**src/rtl/vseg_pkg.sv**
```systemverilog
package vseg_pkg;
  localparam int VA_W     = 32;
  localparam int PG_BITS  = 12;
  localparam int VPN_W    = VA_W - PG_BITS;
  localparam int WIN_BITS = 3;
  localparam int DIR_W    = VA_W - WIN_BITS;
  localparam int NSEG     = 4;

  typedef enum logic [1:0] {
    SEG_USER = 2'd0,
    SEG_KDC  = 2'd1,
    SEG_KDU  = 2'd2,
    SEG_KMAP = 2'd3
  } seg_e;

  typedef struct packed {
    logic [NSEG-1:0]  seg;
    logic             legal;
    logic             err;
    logic             cache;
    logic             tlb;
    logic             pv;
    logic [DIR_W-1:0] phys;
    logic [VPN_W-1:0] vpn;
    logic [PG_BITS-1:0] off;
  } vseg_res_t;
endpackage

```
**src/rtl/vseg_classify.sv**
```systemverilog
module vseg_classify
  import vseg_pkg::*;
(
  input  logic                acc_valid,
  input  logic                kernel_mode,
  input  logic [WIN_BITS-1:0] top_bits,
  output logic [NSEG-1:0]     seg,
  output logic                err
);
  always_comb begin
    seg = '0;
    err = 1'b0;
    if (acc_valid) begin
      if (!top_bits[WIN_BITS-1]) begin
        seg[SEG_USER] = 1'b1;
      end else if (!kernel_mode) begin
        err = 1'b1;
      end else begin
        case (top_bits[WIN_BITS-2:WIN_BITS-3])
          2'b00:   seg[SEG_KDC]  = 1'b1;
          2'b01:   seg[SEG_KDU]  = 1'b1;
          default: seg[SEG_KMAP] = 1'b1;
        endcase
      end
    end
  end
endmodule

```
**src/rtl/vseg_attr.sv**
```systemverilog
module vseg_attr
  import vseg_pkg::*;
(
  input  logic [NSEG-1:0] seg,
  input  logic            err,
  input  logic [VA_W-1:0] vaddr,
  output vseg_res_t       res
);
  logic direct, mapped;

  always_comb begin
    direct    = seg[SEG_KDC] | seg[SEG_KDU];
    mapped    = seg[SEG_USER] | seg[SEG_KMAP];
    res.seg   = seg;
    res.legal = |seg;
    res.err   = err;
    res.cache = seg[SEG_KDC];
    res.tlb   = mapped;
    res.pv    = direct;
    res.phys  = direct ? vaddr[DIR_W-1:0] : '0;
    res.vpn   = mapped ? vaddr[VA_W-1:PG_BITS] : '0;
    res.off   = mapped ? vaddr[PG_BITS-1:0] : '0;
  end
endmodule

```
**src/rtl/vseg_outreg.sv**
```systemverilog
module vseg_outreg
  import vseg_pkg::*;
#(
  parameter bit REG_OUT = 1'b1
) (
  input  logic      clk,
  input  logic      rst,
  input  vseg_res_t d,
  output vseg_res_t q
);
  generate
    if (REG_OUT) begin : g_reg
      always_ff @(posedge clk) begin
        if (rst) q <= '0;
        else     q <= d;
      end
    end else begin : g_pass
      always_comb q = rst ? '0 : d;
    end
  endgenerate
endmodule

```
**src/rtl/vaddr_seg_decoder.sv**
```systemverilog
module vaddr_seg_decoder
  import vseg_pkg::*;
#(
  parameter bit REG_OUT = 1'b1
) (
  input  logic                 clk,
  input  logic                 rst,
  input  logic                 acc_valid,
  input  logic                 kernel_mode,
  input  logic [VA_W-1:0]      vaddr,
  output logic [NSEG-1:0]      seg_sel,
  output logic                 legal,
  output logic                 addr_err,
  output logic                 cacheable,
  output logic                 tlb_req,
  output logic                 phys_valid,
  output logic [DIR_W-1:0]     phys_addr,
  output logic [VPN_W-1:0]     vpn,
  output logic [PG_BITS-1:0]   page_off
);
  logic [NSEG-1:0] seg_c;
  logic            err_c;
  vseg_res_t       res_c, res_q;

  vseg_classify u_cls (
    .acc_valid   (acc_valid),
    .kernel_mode (kernel_mode),
    .top_bits    (vaddr[VA_W-1:VA_W-WIN_BITS]),
    .seg         (seg_c),
    .err         (err_c)
  );

  vseg_attr u_attr (
    .seg   (seg_c),
    .err   (err_c),
    .vaddr (vaddr),
    .res   (res_c)
  );

  vseg_outreg #(.REG_OUT(REG_OUT)) u_oreg (
    .clk (clk),
    .rst (rst),
    .d   (res_c),
    .q   (res_q)
  );

  assign seg_sel    = res_q.seg;
  assign legal      = res_q.legal;
  assign addr_err   = res_q.err;
  assign cacheable  = res_q.cache;
  assign tlb_req    = res_q.tlb;
  assign phys_valid = res_q.pv;
  assign phys_addr  = res_q.phys;
  assign vpn        = res_q.vpn;
  assign page_off   = res_q.off;
endmodule

```
**config.mk**
```make
export PLATFORM = sky130hd
export DESIGN_NAME = vaddr_seg_decoder
export DESIGN_NICKNAME = d
export VERILOG_FILES = /design/src/rtl/vseg_pkg.sv /design/src/rtl/vseg_classify.sv /design/src/rtl/vseg_attr.sv /design/src/rtl/vseg_outreg.sv /design/src/rtl/vaddr_seg_decoder.sv
export SDC_FILE = /design/constraint.sdc
export NUM_CORES = 1
export LEC_CHECK = 0
export ABC_CLOCK_PERIOD_IN_PS = 1200
export BUFFER_PORTS_ARGS = -buffer_cell sky130_fd_sc_hd__buf_2
export CORE_MARGIN = 2
export CORE_UTILIZATION = 45
export CTS_BUF_LIST = sky130_fd_sc_hd__clkbuf_2
export DETAILED_ROUTE_END_ITERATION = 6
export HOLD_SLACK_MARGIN = 0.12
export PLACE_DENSITY = 0.8
export SLEW_MARGIN = 10
export SYNTH_ARGS = -nofsm -noshare
export SYNTH_HDL_FRONTEND = slang
export SYNTH_SLANG_ARGS = --single-unit
```
**constraint.sdc**
```tcl
create_clock -name clk -period 1.2 [get_ports clk]
set_clock_uncertainty 0.2 [all_clocks]
set_input_delay 0 -clock clk [delete_from_list [all_inputs] [get_ports clk]]
set_output_delay 0 -clock clk [all_outputs]
set_load 0.01 [all_outputs]
```
==> reports/summary.txt <==
Req. time, crit path - 1.40 ns
Critical-path cell list - buf_2 > buf_4 > dlygate4sd3_1 > a21bo_4 > and3_1
Routability cong. - 0.757
CTS Root Cell - clkbuf_2
Hold path cells - 2
Die ar. - 4980 µm²
Slew @ Worst Pin - 1.07 ns
Tot GR Track Use - 22.5%
Clk sinks - 69
Worst-path fanout max - 15
CORE AREA - 4320 µm²
Vias - 1858
CP endpoint kind - flop
Syn_area_per_cell - 12.7 µm²
Largest net degree at the start of global routing - 35
Most frequent cells in the layout - buf_2, and3_1, dlygate4sd3_1
Crit Path Class - in -> reg
Layout Cells excl Fill - 382
CP startpoint kind - input port
FILL cells - 318
Top reg by flops - u_oreg.q
Most common cell after layout, fill and taps aside - buf_2
ANT nets after route - 0
Mapped Area - 1990 µm²
Hpwl dp - 2.75 mm
Initial core utilization - 46.1%
Final WS setup - -0.0302 ns
Max reg flops - 69
CTS tree - yes
Status - finished with violations
Arrival time worst endpoint - 1.43 ns
Hold Worst Slack - -0.402 ns
Placed Area - 2470 µm²
Final Cell Area - 3290 µm²
Flops & latches, synth - 69
Place WS - -0.274 ns
Crit share post-route - 103%
Share of cells above drive strength 1 - 44.5%
CP max stage delay - 0.68 ns
First-pass GRT wire length - 8.45 mm
Slew Limit Headroom - 28.7%
Clock tree buffer depth - 2
Routed len/inst - 15.6 µm
Slew Viols, Final - 0
Placed Cells incl. Taps - 302
Vias in the first global route - 1829
Post-route minimum period - 1.23 ns
Final hold vios - 69
Worst Setup SP - vaddr[30]
Worst Hold End - u_oreg.q[31]$_SDFF_PP0_
Pwr dens - 1180 nW/µm²
Register area share after synthesis - 69.3%
Die Span Y - 70.6 µm
I/O Pins - 106
Violated checks - hold timing, setup timing
Yosys warning count - 0
Fin nets - 361
DR iter-0 viols - 95
VDD IR max - 868 µV
Post-route DRC - 0
Via-to-Cell Ratio - 4.86
Mapped Nets - 193
Setup TNS - -0.296 ns
Top Registers - u_oreg.q (69)
Congestion Overflow GR - 0
Post-CTS setup buffer count - 0
Tightest Hold Check Type - in -> reg
Drt total wl - 5.94 mm
Max_cap viols - 0
Clk slew on worst S/H paths - 0.18 ns
Num CTS Buffers - 9
Post-layout util - 76.2%
Antenna Cells - 0
# rows - 24
Max Fclk - 813 MHz
Synth cell types - 14
Area grow syn2layout - 65.2%
Port Buf Inserts - 105
Synthesized instance count - 157
Initial antenna violation count - 0
TritonRoute pass-1 iters - 5
RSZ-0062 raised after global routing - true
Crit path max-delay cell type - dlygate4sd3_1
Static Leak - 1.86 nW
CTS H-tree depth - 3
Die Span X - 70.6 µm
Final setup violation count - 21
Min-delay src - acc_valid
[worst max-delay path by stage]
| stage | end | depth (start not counted) |
|---|---|---|
| final | u_oreg.q[6]$_SDFF_PP0_ | 5 |
| after global placement | u_oreg.q[67]$_SDFF_PP0_ | 3 |
| after floorplan | u_oreg.q[0]$_SDFF_PP0_ | 3 |
| after global routing | phys_addr[23] | 1 |
| after detailed placement | u_oreg.q[52]$_SDFF_PP0_ | 3 |
| after CTS | cacheable | 1 |
[synth_stat cells, drive strengths merged]
library cell | count | area share, %
and3 | 63 | 20
and2 | 3 | 0.94
or2b | 1 | 0.38
nor2b | 1 | 0.44
nand2b | 1 | 0.31
dfxtp | 69 | 69
and2b | 1 | 0.44
and3b | 2 | 1.1
buf | 13 | 6.2
a21bo | 1 | 0.82
nor2 | 2 | 0.38
[where the power goes]
group / leakage, nW / internal (mW) / total, mW / switching (mW)
logic: 1.23 / 0.266 / 0.455 / 0.189
clock network: 0.0615 / 0.276 / 1.07 / 0.791
registers: 0.569 / 2.35 / 2.36 / 0.0145
total: 1.86 / 2.89 / 3.88 / 0.995
[metal layers]
metal / share of wire [%] / track usage, % / wire length (µm)
met1: 37 / 23.6 / 2220
met2: 52 / 39.5 / 3110
met3: 4.7 / 4.42 / 278
met4: 5.6 / 17.2 / 331
met5: 0 / 0 / 0
[cell type report]
cell class                 count  area [µm²]  area share (%)
clock inverter                 5        27.5           0.836
tap                           52        65.1            1.97
multi-input combinational     77         523            15.9
clock buffer                  11        55.1            1.67
sequential                    69        1410            42.7
timing repair buffer         168        1220            37.0
[critical path: cells and delay by family]
family | cells | cell delay [ns]
buf+inv | 3 | 0.91
compound gates | 1 | 0.33
simple gates | 1 | 0.19
[cell families after synthesis]
group / synth area share (%)
compound gates: 0.816
buf+inv: 6.21
flops: 69.3
simple gates: 23.7
[stage by stage]
stage                     power (mW)  hold slack, ns
after global placement          2.65         0.00625
after global routing            4.02          -0.418
final                           3.88          -0.402
after CTS                       3.85          -0.444
after detailed placement        2.66         0.00801
after floorplan                 2.55          -0.128
[repair_timing]
action                                  CTS  global route
gates cloned                              0             2
gates resized for setup                   2            31
endpoints found under the hold margin    69            69
endpoints found under the setup margin    1            67
hold buffers                             65             1
pin swaps                                 0             1
(Power assumes the default switching activity.)
